### src/rtl/dma_pkg.sv
package dma_pkg;

    localparam int DW          = 16;
    localparam int BURST_BEATS = 4;
    localparam int RELEASE_CYC = 2;

    typedef enum logic [2:0] {
        ST_IDLE, ST_SYNC, ST_RD, ST_WR, ST_WAIT, ST_BREL
    } dma_state_e;

    typedef enum logic [1:0] {
        XF_SINGLE = 2'd0,
        XF_BLOCK  = 2'd1,
        XF_BURST  = 2'd2,
        XF_BURSTX = 2'd3
    } xfer_kind_e;

    typedef struct packed {
        logic       rpt;
        xfer_kind_e kind;
    } mode_t;

    // Data leaving the channel: byte sources are zero-extended.
    function automatic logic [DW-1:0] pack_beat(input logic [DW-1:0] rd,
                                                input logic src_word);
        return src_word ? rd : {8'h00, rd[7:0]};
    endfunction

endpackage

### src/rtl/dma_trig_sel.sv
module dma_trig_sel #(
    parameter int NTRIG = 4,
    parameter int TSW   = 2
) (
    input  logic             clk,
    input  logic             rst,
    input  logic [NTRIG-1:0] trig,
    input  logic [TSW-1:0]   tsel,
    input  logic             level,
    input  logic             en,
    input  logic             take,
    output logic             fire
);
    logic sel, sel_q, pend;

    assign sel = trig[tsel];

    always_ff @(posedge clk) begin
        if (rst) begin
            sel_q <= 1'b0;
            pend  <= 1'b0;
        end else begin
            sel_q <= sel;
            if (!en)                pend <= 1'b0;
            else if (sel && !sel_q) pend <= 1'b1;
            else if (take)          pend <= 1'b0;
        end
    end

    assign fire = level ? sel : pend;

    AST_EDGE_CONSUMED: assert property (@(posedge clk) disable iff (rst)
        (!level && take && !(sel && !sel_q)) |=> !pend) else $error("edge kept");

endmodule

### src/rtl/dma_addr_ctr.sv
module dma_addr_ctr #(
    parameter int AW = 16
) (
    input  logic          clk,
    input  logic          rst,
    input  logic          load,
    input  logic          adv,
    input  logic [AW-1:0] base,
    input  logic [1:0]    step,
    input  logic          word,
    output logic [AW-1:0] addr
);
    logic [AW-1:0] delta;

    assign delta = word ? AW'(2) : AW'(1);

    always_ff @(posedge clk) begin
        if (rst)       addr <= '0;
        else if (load) addr <= base;
        else if (adv) begin
            case (step)
                2'd1:    addr <= addr + delta;
                2'd2:    addr <= addr - delta;
                default: addr <= addr;
            endcase
        end
    end

    AST_ADDR_FIXED: assert property (@(posedge clk) disable iff (rst)
        (adv && !load && step[0] == step[1]) |=> $stable(addr)) else $error("fixed moved");

endmodule

### src/rtl/dma_ctrl.sv
module dma_ctrl
    import dma_pkg::*;
#(
    parameter int SW = 16
) (
    input  logic          clk,
    input  logic          rst,
    input  logic          fire,
    input  mode_t         mode,
    input  logic [SW-1:0] cfg_size,
    input  logic          en_set,
    input  logic          en_clr,
    input  logic          flag_clr,
    output dma_state_e    state,
    output logic          take,
    output logic          load,
    output logic          adv,
    output logic          en,
    output logic          flag
);
    localparam int BCW = $clog2(BURST_BEATS + 1);
    localparam int RCW = $clog2(RELEASE_CYC + 1);

    logic [SW-1:0]  cnt;
    logic [BCW-1:0] bc;
    logic [RCW-1:0] rc;
    logic           last, burst;
    dma_state_e     nxt;

    assign last  = (state == ST_WAIT) && (cnt == '0);
    assign burst = mode.kind[1];
    assign take  = (state == ST_IDLE) && en && (cnt != '0) && fire;
    assign load  = en_set || (last && mode.rpt);
    assign adv   = (state == ST_WR);

    always_comb begin
        nxt = state;
        case (state)
            ST_IDLE: if (take) nxt = ST_SYNC;
            ST_SYNC: nxt = ST_RD;
            ST_RD:   nxt = ST_WR;
            ST_WR:   nxt = ST_WAIT;
            ST_WAIT: begin
                if (last || mode.kind == XF_SINGLE) nxt = ST_IDLE;
                else if (burst && bc == BCW'(BURST_BEATS)) nxt = ST_BREL;
                else nxt = ST_RD;
            end
            ST_BREL: if (rc == RCW'(RELEASE_CYC - 1)) nxt = ST_RD;
            default: nxt = ST_IDLE;
        endcase
    end

    always_ff @(posedge clk) begin
        if (rst) begin
            state <= ST_IDLE;
            cnt   <= '0;
            bc    <= '0;
            rc    <= '0;
            en    <= 1'b0;
            flag  <= 1'b0;
        end else begin
            state <= nxt;
            if (load)     cnt <= cfg_size;
            else if (adv) cnt <= cnt - 1'b1;
            if (state == ST_SYNC || state == ST_BREL) bc <= '0;
            else if (adv) bc <= bc + 1'b1;
            rc <= (state == ST_BREL) ? rc + 1'b1 : '0;
            if (en_set)                 en <= 1'b1;
            else if (en_clr)            en <= 1'b0;
            else if (last && !mode.rpt) en <= 1'b0;
            if (last)          flag <= 1'b1;
            else if (flag_clr) flag <= 1'b0;
        end
    end

    AST_DISABLED_QUIET: assert property (@(posedge clk) disable iff (rst)
        (state == ST_IDLE && !en) |=> state == ST_IDLE) else $error("start while off");
    AST_BREL_LENGTH: assert property (@(posedge clk) disable iff (rst)
        (state == ST_BREL && $past(state) != ST_BREL) |=> state == ST_BREL) else $error("short release");
    AST_FLAG_STICKY: assert property (@(posedge clk) disable iff (rst)
        (flag && !flag_clr) |=> flag) else $error("flag lost");

endmodule

### src/rtl/dma_channel.sv
module dma_channel
    import dma_pkg::*;
#(
    parameter int AW    = 16,
    parameter int SW    = 16,
    parameter int NTRIG = 4,
    localparam int TSW  = (NTRIG > 1) ? $clog2(NTRIG) : 1
) (
    input  logic             clk,
    input  logic             rst,
    input  logic [AW-1:0]    cfg_src,
    input  logic [AW-1:0]    cfg_dst,
    input  logic [SW-1:0]    cfg_size,
    input  logic [1:0]       cfg_src_step,
    input  logic [1:0]       cfg_dst_step,
    input  logic             cfg_src_word,
    input  logic             cfg_dst_word,
    input  logic [2:0]       cfg_mode,
    input  logic [TSW-1:0]   cfg_tsel,
    input  logic             cfg_level,
    input  logic             cfg_ie,
    input  logic             gie,
    input  logic             en_set,
    input  logic             en_clr,
    input  logic             flag_clr,
    input  logic [NTRIG-1:0] trig,
    output logic             mem_req,
    output logic             mem_we,
    output logic             mem_byte,
    output logic [AW-1:0]    mem_addr,
    output logic [DW-1:0]    mem_wdata,
    input  logic [DW-1:0]    mem_rdata,
    output logic             cpu_hold,
    output logic             ch_en,
    output logic             dma_flag,
    output logic             irq
);
    dma_state_e    state;
    logic          fire, take, load, adv;
    logic [AW-1:0] src_addr, dst_addr;

    dma_trig_sel #(.NTRIG(NTRIG), .TSW(TSW)) u_trig (
        .clk(clk), .rst(rst), .trig(trig), .tsel(cfg_tsel), .level(cfg_level),
        .en(ch_en), .take(take), .fire(fire)
    );

    dma_ctrl #(.SW(SW)) u_ctrl (
        .clk(clk), .rst(rst), .fire(fire), .mode(mode_t'(cfg_mode)),
        .cfg_size(cfg_size), .en_set(en_set), .en_clr(en_clr), .flag_clr(flag_clr),
        .state(state), .take(take), .load(load), .adv(adv), .en(ch_en), .flag(dma_flag)
    );

    dma_addr_ctr #(.AW(AW)) u_src (
        .clk(clk), .rst(rst), .load(load), .adv(adv), .base(cfg_src),
        .step(cfg_src_step), .word(cfg_src_word), .addr(src_addr)
    );

    dma_addr_ctr #(.AW(AW)) u_dst (
        .clk(clk), .rst(rst), .load(load), .adv(adv), .base(cfg_dst),
        .step(cfg_dst_step), .word(cfg_dst_word), .addr(dst_addr)
    );

    assign mem_req   = (state == ST_RD) || (state == ST_WR);
    assign mem_we    = (state == ST_WR);
    assign mem_addr  = mem_we ? dst_addr : src_addr;
    assign mem_byte  = mem_we ? !cfg_dst_word : !cfg_src_word;
    assign mem_wdata = pack_beat(mem_rdata, cfg_src_word);
    assign cpu_hold  = (state != ST_IDLE) && (state != ST_BREL);
    assign irq       = dma_flag && cfg_ie && gie;

    AST_HOLD_COVERS_BUS: assert property (@(posedge clk) disable iff (rst)
        mem_req |-> cpu_hold) else $error("bus used without hold");
    AST_READ_THEN_WRITE: assert property (@(posedge clk) disable iff (rst)
        (mem_req && !mem_we) |=> (mem_req && mem_we)) else $error("no write after read");
    AST_WAIT_AFTER_WRITE: assert property (@(posedge clk) disable iff (rst)
        (mem_req && mem_we) |=> !mem_req) else $error("no wait cycle");
    AST_ZERO_FILL: assert property (@(posedge clk) disable iff (rst)
        (mem_req && mem_we && !mem_byte && !cfg_src_word) |-> mem_wdata[15:8] == 8'h00)
        else $error("upper byte not cleared");

endmodule

### config.mk
export PLATFORM = sky130hd
export DESIGN_NAME = dma_channel
export DESIGN_NICKNAME = d
export VERILOG_FILES = /design/src/rtl/dma_pkg.sv /design/src/rtl/dma_trig_sel.sv /design/src/rtl/dma_addr_ctr.sv /design/src/rtl/dma_ctrl.sv /design/src/rtl/dma_channel.sv
export SDC_FILE = /design/constraint.sdc
export NUM_CORES = 1
export LEC_CHECK = 0
export ABC_AREA = 0
export BUFFER_PORTS_ARGS = -buffer_cell sky130_fd_sc_hd__buf_2
export CORE_ASPECT_RATIO = 0.7
export CORE_MARGIN = 2
export CORE_UTILIZATION = 45
export CTS_BUF_LIST = sky130_fd_sc_hd__clkbuf_2
export DETAILED_ROUTE_END_ITERATION = 10
export GPL_TIMING_DRIVEN = 0
export HOLD_SLACK_MARGIN = 0.05
export PLACE_DENSITY = 0.79
export SLEW_MARGIN = 40
export SYNTH_ARGS = -nofsm -noshare
export SYNTH_HDL_FRONTEND = slang
export SYNTH_SLANG_ARGS = --single-unit
### constraint.sdc
create_clock -name clk -period 6.1 [get_ports clk]
set_input_delay 0.305 -clock clk [delete_from_list [all_inputs] [get_ports clk]]
set_output_delay 0.305 -clock clk [all_outputs]
set_load 0.05 [all_outputs]
Yosys cells after proc, flatten, opt, wreduce, memory -nomap -nowiden

Cells that the tools add are included.

Add/sub/neg operators: 7
Magnitude comparators: 1
Equality and inequality tests: 14
Mux-type cells: 28
Bitwise logic cells: 2
Reductions and logical operators: 36

Operators with widths:

| kind                                                | number |
|---|---|
| two-way mux 16 bit                                  | 8 |
| case mux 16 bit (2 select lines)                    | 2 |
| adder 16 bit                                        | 2 |
| subtractor 16 bit                                   | 2 |
| case mux 3 bit (6 select lines)                     | 1 |
| logical NOT 16 bit                                  | 1 |
| nonzero test 16 bit                                 | 1 |
| subtractor 16 x 1 -> 16 bit (second input constant) | 1 |
| two-way mux 3 bit                                   | 4 |
| nonzero test 3 bit                                  | 4 |
| logical AND 1 bit                                   | 11 |
| two-way mux 1 bit                                   | 10 |
| == test 3 bit (second input constant)               | 3 |
| == test 2 x 1 -> 1 bit (second input constant)      | 3 |
| == test 3 x 2 -> 1 bit (second input constant)      | 2 |
| AND reduction 2 bit                                 | 3 |
| nonzero test 2 bit                                  | 3 |
| OR reduction 2 bit                                  | 3 |
| == test 2 bit (second input constant)               | 2 |
| logical NOT 1 bit                                   | 4 |
| logical OR 1 bit                                    | 4 |
| two-way mux 2 bit                                   | 2 |
| adder 3 x 1 -> 3 bit (second input constant)        | 1 |
| == test 3 x 1 -> 1 bit (second input constant)      | 1 |
| 9 further kinds                                     | 10 |

Flip-flop bits (word level): 60
Input port bits: 87
Output and inout bits: 39
Logic and storage cells: 98

Logic depth before layout (Yosys ltp)

Gate-level depths: netlist of the first run.

Depth after elaboration: 6
Gate-level depth with buffers: 13
Gate-level depth less buffers: 11

Hierarchy

Synthesis of the first run repeated with hierarchy kept, for this count alone.

Cell total of the unflattened synthesis: 599
Area total of the unflattened synthesis: 4,784.6 um^2

Modules (own cells, without submodules):

| module               | times used | cells each | area each (um^2) | seq. area each (um^2) |
|---|---|---|---|---|
| dma_addr_ctr (u_dst) | 1          | 201        | 1,463.9          | 320.3 |
| dma_ctrl             | 1          | 169        | 1,462.7          | 520.5 |
| dma_addr_ctr (u_src) | 1          | 180        | 1,358.8          | 320.3 |
| dma_channel          | 1          | 40         | 392.9            | 0.0 |
| dma_trig_sel         | 1          | 9          | 106.4            | 40.0 |

Worst setup path before layout of the first run

No wires, ideal clock.

Path type: input-to-reg
Start point: input cfg_src_step[0]
End point: register u_src.addr[13]
Data arrival time: 2.906 ns
Path slack: 3.103 ns
Stages: 13
Buffers on the path: 3
Path through: nand2b_1 -> buf_2 -> buf_1 -> nor2_1 -> ha_1 -> nor2b_1 -> clkbuf_1 -> nor4_1 -> a21oi_1 -> nand3_1 -> mux2_4 -> or3_1 -> a311oi_1

Longest elaborated chain between the ends: 4

RTL lines:

| item                                                    | RTL line           | RTL |
|---|---|---|
| from (decl)                                             | dma_channel.sv:14  | `input logic [1:0] cfg_src_step,` |
| == test 2 bit or == test 2 x 1 -> 1 bit (tied branches) | dma_addr_ctr.sv:21 | `case (step)` |
| case mux 16 bit (2 select lines)                        | dma_addr_ctr.sv:21 |  |
| two-way mux 16 bit                                      | dma_addr_ctr.sv:20 | `else if (adv) begin` |
| two-way mux 16 bit                                      | dma_addr_ctr.sv:19 | `else if (load) addr <= base;` |
| to (signal assigned)                                    | dma_addr_ctr.sv:19 |  |
| to (signal assigned)                                    | dma_addr_ctr.sv:22 | `2'd1: addr <= addr + delta;` |
| to (signal assigned)                                    | dma_addr_ctr.sv:23 | `2'd2: addr <= addr - delta;` |
| to (decl)                                               | dma_addr_ctr.sv:11 | `output logic [AW-1:0] addr` |

Several ways; a longest one is shown, not always the timed one. The select of a mux whose other input is x is not followed.
A chain may end at the register's enable or synchronous reset.

Worst setup path after layout of the first run

Start point: input cfg_dst_step[0]
End point: register u_dst.addr[12]

Longest elaborated chain between the ends: 4

RTL lines:

| item                                                    | RTL line           | RTL |
|---|---|---|
| from (decl)                                             | dma_channel.sv:15  | `input logic [1:0] cfg_dst_step,` |
| == test 2 bit or == test 2 x 1 -> 1 bit (tied branches) | dma_addr_ctr.sv:21 |  |
| case mux 16 bit (2 select lines)                        | dma_addr_ctr.sv:21 |  |
| two-way mux 16 bit                                      | dma_addr_ctr.sv:20 |  |
| two-way mux 16 bit                                      | dma_addr_ctr.sv:19 |  |
| to (signal assigned)                                    | dma_addr_ctr.sv:19 |  |
| to (signal assigned)                                    | dma_addr_ctr.sv:22 |  |
| to (signal assigned)                                    | dma_addr_ctr.sv:23 |  |
| to (decl)                                               | dma_addr_ctr.sv:11 |  |

Several ways; a longest one is shown, not always the timed one. The select of a mux whose other input is x is not followed.

==> run summary, run 1 <==
Worst setup path category - input pin to flop
Total wire length - 15,800 um
Clock Tree Root - sky130_fd_sc_hd__clkbuf_2
Distinct cell type count of the synthesized netlist - 60
Post-Syn Instances - 636
Part of the Yosys area used for sequential elements - 26.5%
Achievable frequency - 295 MHz
Number of detailed-routing iterations run before antenna repair - 5
Total track usage - 29.1%
Area of the mapped netlist - 4530 um^2
Post-DR wirelength/cell - 16.7 um
Unrepaired setup endpoints after global routing - no
Leading area contributor after synthesis - sky130_fd_sc_hd__dfxtp_1
Required time of the worst setup path - 6.58 ns
Number of DRC violations after detailed routing - 0
Grt ovf - 0
Top post-synthesis cells by area - sky130_fd_sc_hd__dfxtp_1 26%, sky130_fd_sc_hd__nand2_1 8.3%, sky130_fd_sc_hd__nor2_1 5.9%
Wire length of the first global-routing pass - 24,500 um
TNS Setup - 0 ns
Top cell type's share of synthesized area - 26.5%
Mean instance size in the synthesized netlist - 7.13 um^2
Total power per unit cell area - 166 nW/um^2
Register-to-Register Setup Slack - 2.75 ns
Hold crit path type - input pin to flop
VDD IR max - 108 uV
Fraction of the cycle the final worst path needs - 55.6%
Count of endpoints failing setup in the final report - 0
Max Clock Skew - 0.0306 ns
Clock tree from TritonCTS - built
Final count of hold timing violations - 0
Number of stages on the worst hold path - 3
Status - completed
Critical path, cell by cell - buf_2, nand2b_1, buf_1, nor2_1, fa_1, nor2_1, o21ai_0, a21boi_0, o211ai_1, mux2i_1, or4_1, nand3_1, dlygate4sd3_1
Number of max-slew violations in the final report - 0
Final min period - 3.39 ns
Largest delay contributor family on the critical path - simple AND/OR/NAND/NOR gates
Critical-path cell with the highest stage delay - sky130_fd_sc_hd__dlygate4sd3_1
Synth Register Bits - 60
Initial antenna violation count - 0
Remaining antenna violation count after routing - 0
Hold-critical path endpoint - u_dst.addr[1]
CTS sink count - 60
TritonCTS Buffers - 9
Number of placement rows - 30
Via/cell ratio - 5.77
Total of warnings raised by yosys - 0
Largest net degree at the start of global routing - 13
Top cells by instance count after synthesis - 100 x sky130_fd_sc_hd__nand2_1, 71 x sky130_fd_sc_hd__nor2_1, 60 x sky130_fd_sc_hd__dfxtp_1, 37 x sky130_fd_sc_hd__clkbuf_1, 31 x sky130_fd_sc_hd__a211oi_1
Post-synthesis async set-or-reset flop share - 0%
Min-delay src - cfg_dst[1]
Leakage power summed over all cells - 2.40 nW
Reg-to-reg startpoint - u_dst.addr[0]
Buffers inserted by post-CTS timing repair - 0
Dominant synthesized flop cell - sky130_fd_sc_hd__dfxtp_1
Maximum net fanout on the critical path - 10
Layout-stage area growth over the synthesis result - 28.8%
Core area - 9760 um^2
Fraction of final layout cells with drive strength greater than 1 - 19.1%
Die Y-Extent - 88.0 um
Number of levels the H-tree was split into - 3
Clock-pin transition on the worst setup and hold timing paths - 0.19 ns
Arrival time of data at the critical path endpoint - 3.87 ns
Number of design-rule violations left by the first detailed-router iteration - 380
# diodes - 0
Transition time of the tightest slew-check pin - 0.785 ns
Global placer's final weighted congestion - 0.957
Relative slew slack - 47.7%
RR Endpoint - u_dst.addr[12]
Critical Path Start Type - input pin
Most common cell type on the critical path - sky130_fd_sc_hd__nor2_1
Post-cts resize count - 0
Critical Path End Type - flop
Design Power - 0.967 mW
Maximum clock insertion buffer count - 2
Worst-Skew Late Latency - 0.55 ns
Maximum capacitance violations - 0
Number of enable flip-flop cells after synthesis - 0
Half-perimeter wire length after detailed placement - 11,400 um
Post-synth net total - 734
CP Buf/Inv Count - 3
Post-CTS Hold Fix Bufs - 46
Largest stage delay, worst path - 0.54 ns
# nets final - 908
Chip width - 124 um
Via count of the routed design - 5,443
Count leader, synth - sky130_fd_sc_hd__nand2_1
Number of cell instances on the worst register-to-register path - 12
Ports placed on the boundary - 126
Starting utilization of the core area - 46.4%
Die ar. - 10,900 um^2
Buffers on Ports - 117
Number of global-route vias before repair - 5,014
[metal layers]
metal | wire, um | up-vias | track usage, %
met5 | 0 | - | 0
met4 | 319 | 0 | 9.70
met3 | 1440 | 40 | 6.25
met2 | 6880 | 318 | 46.1
met1 | 7130 | 2490 | 39.5
li1 | - | 2595 | -
[metrics by stage]
step,hold WS [ns],area [um^2],std cells,utilization [%],worst slack (ns)
2_1_floorplan,0.407,4530,636,-,3.10
3_3_place_gp,0.417,5280,881,54.1,2.46
3_5_place_dp,0.420,5280,881,54.1,2.49
4_1_cts,0.0506,5840,943,59.8,2.84
5_1_grt,0.0642,5840,943,59.8,2.55
6_report,0.0681,5840,943,59.8,2.71
[registers in the layout (all words and copies together) (netlist names)]
signal and flops:
u_ctrl.flag 1, u_trig.pend 1, u_trig.sel_q 1, u_ctrl.rc 2
u_dst.addr 16, u_ctrl.bc 3, u_src.addr 16, u_ctrl.state 3
u_ctrl.cnt 16, u_ctrl.en 1
[power by group]
group	leakage [nW]	switching, mW	total, mW	internal (mW)
Clock	0.0522	0.174	0.229	0.0544
Combinational	1.85	0.185	0.299	0.115
Sequential	0.496	0.0233	0.439	0.415
[worst min-delay path, stage by stage]
cell	delay (ns)
sky130_fd_sc_hd__buf_2	0.10
sky130_fd_sc_hd__nor2_1	0.12
sky130_fd_sc_hd__a311oi_1	0.06
[how the worst max path moves through the flow]
stage | start | endpoint | slack, ns | cells after the start
6_report | cfg_dst_step[0] | u_dst.addr[12] | 2.71 | 13
5_1_grt | cfg_dst_step[0] | u_dst.addr[12] | 2.55 | 13
3_5_place_dp | cfg_src_step[0] | u_src.addr[13] | 2.49 | 14
4_1_cts | u_dst.addr[0] | u_dst.addr[12] | 2.84 | 12
2_1_floorplan | cfg_src_step[0] | u_src.addr[13] | 3.10 | 13
3_3_place_gp | cfg_src_step[0] | u_src.addr[13] | 2.46 | 14
[logic make-up (layout without fill, tap and decap cells)]
logic type | after synthesis | count (layout) | synth area share [%]
AND/OR/NAND/NOR | 309 | 309 | 32.8
flip-flops | 60 | 60 | 26.5
AO/OA/AOI/OAI | 127 | 127 | 19.2
buffers and inverters | 76 | 255 | 7.29
adder cells (fa/ha/maj) | 11 | 11 | 3.37
XOR/XNOR | 42 | 42 | 8.11
multiplexers | 11 | 11 | 2.82
[area by class of cell]
cell class / count / area [um^2]
Multi-Input combinational cell: 500 / 3000
Inverter: 20 / 75.1
Timing Repair Buffer: 163 / 1050
Sequential cell: 60 / 1200
Clock inverter: 7 / 52.6
Clock buffer: 9 / 45.0
Buffer: 56 / 255
Fill cell: 904 / 3920
Tap cell: 128 / 160
[placed cells by master (no fill, tap or decap), types with 22 or more instances in the layout]
cell type / count
sky130_fd_sc_hd__a211oi_1: 31
sky130_fd_sc_hd__a21oi_1: 24
sky130_fd_sc_hd__nor2_1: 71
sky130_fd_sc_hd__o21ai_0: 22
sky130_fd_sc_hd__clkbuf_1: 37
sky130_fd_sc_hd__xnor2_1: 22
sky130_fd_sc_hd__dlygate4sd3_1: 46
sky130_fd_sc_hd__dfxtp_1: 60
sky130_fd_sc_hd__buf_2: 123
sky130_fd_sc_hd__nand2_1: 100
sky130_fd_sc_hd__nor3_1: 24
Power figures use the tool's default switching activity.
==> inputs of run 2 (changes only) <==
==> constraint.sdc (replaced) <==
create_clock -name clk -period 3.13 [get_ports clk]
set_input_delay 0.1565 -clock clk [delete_from_list [all_inputs] [get_ports clk]]
set_output_delay 0.1565 -clock clk [all_outputs]
set_load 0.05 [all_outputs]
==> run summary, run 2 (synthesized netlist as in run 1, its figures left out) <==
Wire length of the first global-routing pass - 24,900 um (+1.7%)
Final min period - 2.87 ns
Worst-Skew Late Latency - 0.54 ns (about the same)
Initial antenna violation count - 0 (unchanged)
Registers with the most flip-flops - u_ctrl.cnt x16, u_dst.addr x16, u_src.addr x16
Post-DR wirelength/cell - 16.9 um (+1.2%)
Final count of hold timing violations - 0 (unchanged)
Reg-to-reg startpoint - u_dst.addr[0]
Transition time of the tightest slew-check pin - 0.777 ns (-0.00822 ns)
# nets final - 914 (+0.66%)
Number of cell instances on the worst register-to-register path - 11 (-1)
Starting utilization of the core area - 46.4% (unchanged)
Max Clock Skew - 0.0278 ns (-0.00275 ns)
Number of placement rows - 30 (unchanged)
Buffers on Ports - 117 (unchanged)
Final-layout fill cell count - 891 (-1.4%)
Number of detailed-routing iterations run before antenna repair - 5 (unchanged)
Clock-pin transition on the worst setup and hold timing paths - 0.20 ns (about the same)
Maximum capacitance violations - 0 (unchanged)
Unrepaired setup endpoints after global routing - no
Critical Path End Type - flop
Global placer's final weighted congestion - 0.957 (unchanged)
Total power per unit cell area - 321 nW/um^2 (+94%)
RR Endpoint - u_dst.addr[12]
Source of the critical timing path - cfg_src_step[0]
Most frequent cells in the layout - 123 x sky130_fd_sc_hd__buf_2, 100 x sky130_fd_sc_hd__nand2_1, 71 x sky130_fd_sc_hd__nor2_1
Post-DP Area - 5280 um^2 (unchanged)
Clock tree from TritonCTS - built
Via/cell ratio - 5.76 (-0.14%)
Fraction of final layout cells with drive strength greater than 1 - 19.2% (+0.10 points)
Design Power - 1.90 mW (+96%)
Maximum clock insertion buffer count - 2 (unchanged)
Worst setup path category - input pin to flop
TritonCTS Buffers - 9 (unchanged)
Total wire length - 16,100 um (+1.9%)
Status - completed
Post-route cell area - 5910 um^2 (+1.2%)
Die Y-Extent - 88.0 um (unchanged)
CTS sink count - 60 (unchanged)
Maximum net fanout on the critical path - 10 (unchanged)
Half-perimeter wire length after detailed placement - 11,400 um (unchanged)
TNS Setup - 0 ns (unchanged)
Most frequent standard cell in the layout excluding fill and tap cells - sky130_fd_sc_hd__buf_2
Chip width - 124 um (unchanged)
Arrival time of data at the critical path endpoint - 3.33 ns (-0.54 ns)
Layout-stage area growth over the synthesis result - 30.3%
Required time of the worst setup path - 3.60 ns (-2.98 ns)
Number of global-route vias before repair - 5,085 (+1.4%)
Number of DRC violations after detailed routing - 0 (unchanged)
Fraction of the cycle the final worst path needs - 91.5%
# diodes - 0 (unchanged)
Ports placed on the boundary - 126 (unchanged)
Total track usage - 29.6% (+0.56 points)
Util after Layout - 60.5% (+0.71 points)
Leakage power summed over all cells - 2.43 nW (+1.3%)
Achievable frequency - 349 MHz
Critical path endpoint - u_src.addr[13]
Number of max-slew violations in the final report - 0 (unchanged)
Core area - 9760 um^2 (unchanged)
Relative slew slack - 48.2% (+0.55 points)
Remaining antenna violation count after routing - 0 (unchanged)
Number of levels the H-tree was split into - 3 (unchanged)
Critical Path Start Type - input pin
Hold crit path type - input pin to flop
Die ar. - 10,900 um^2 (unchanged)
Via count of the routed design - 5,470 (+0.50%)
Number of design-rule violations left by the first detailed-router iteration - 399 (+5.0%)
Count of endpoints failing setup in the final report - 0 (unchanged)
Register-to-Register Setup Slack - 0.34 ns (-2.41 ns)
Largest net degree at the start of global routing - 13 (unchanged)
VDD IR max - 228 uV (+110%)
Grt ovf - 0 (unchanged)
Clock Tree Root - sky130_fd_sc_hd__clkbuf_2
## run 2: per-stage QoR
step,setup WS [ns],cells,hold WS [ns]
after floorplan,0.282,636,0.274
after global placement,-0.365,881,0.403
after detailed placement,-0.327,881,0.403
after CTS,0.152,950,0.0890
after global routing,0.138,949,0.104
final,0.265,949,0.117
## run 2: repair_timing
action	4_1_cts	5_1_grt
hold buffers	53	0
endpoints found under the hold margin	51	0
resized for setup	0	2
endpoints found under the setup margin	0	10
setup buffers	0	0
## run 2: routing by layer
layer,GRT usage [%],part of all wire [%],vias up
met3,6.51,9.6,37
met2,47.2,44,303
met1,40.0,45,2526
met4,10.0,2.0,0
met5,0,0,-
li1,-,-,2604
## run 2: layout make-up
class	count	area, um^2	share of cell area (%)
multi-input cells	500	3000	50.8
flip-flops and latches	60	1200	20.3
repair buffers	170	1120	18.9
plain buffers	55	254	4.30
well taps	128	160	2.71
inverters	20	75.1	1.27
clock inverters	7	52.6	0.890
clock buffers	9	45.0	0.763
## run 2: report_power, final
part	switching, mW	internal [mW]	total (mW)
registers	0.0455	0.810	0.855
logic	0.363	0.230	0.593
clock network	0.341	0.106	0.447
## run 2: worst min-delay path by stage
stage                      from        endpoint  slack (ns)  cells after the start
global route            trig[0]    u_trig.sel_q        0.10                      4
finish                  trig[0]    u_trig.sel_q        0.12                      4
floorplan                en_set       u_ctrl.en        0.27                      2
global placement    cfg_src[11]  u_src.addr[11]        0.40                      3
CTS                     trig[0]    u_trig.sel_q        0.09                      4
detailed placement  cfg_src[11]  u_src.addr[11]        0.40                      3
## run 2: worst max-delay path, stage by stage
cell and delay, ns:
sky130_fd_sc_hd__buf_2 0.11, sky130_fd_sc_hd__nand2b_1 0.21, sky130_fd_sc_hd__buf_2 0.22, sky130_fd_sc_hd__clkbuf_2 0.22, sky130_fd_sc_hd__nor2_1 0.23, sky130_fd_sc_hd__ha_1 0.27
sky130_fd_sc_hd__nor2b_1 0.12, sky130_fd_sc_hd__clkbuf_1 0.20, sky130_fd_sc_hd__nor4_1 0.49, sky130_fd_sc_hd__a21oi_1 0.10, sky130_fd_sc_hd__nand3_1 0.13, sky130_fd_sc_hd__mux2_4 0.31
sky130_fd_sc_hd__or3_1 0.30, sky130_fd_sc_hd__a311oi_1 0.25
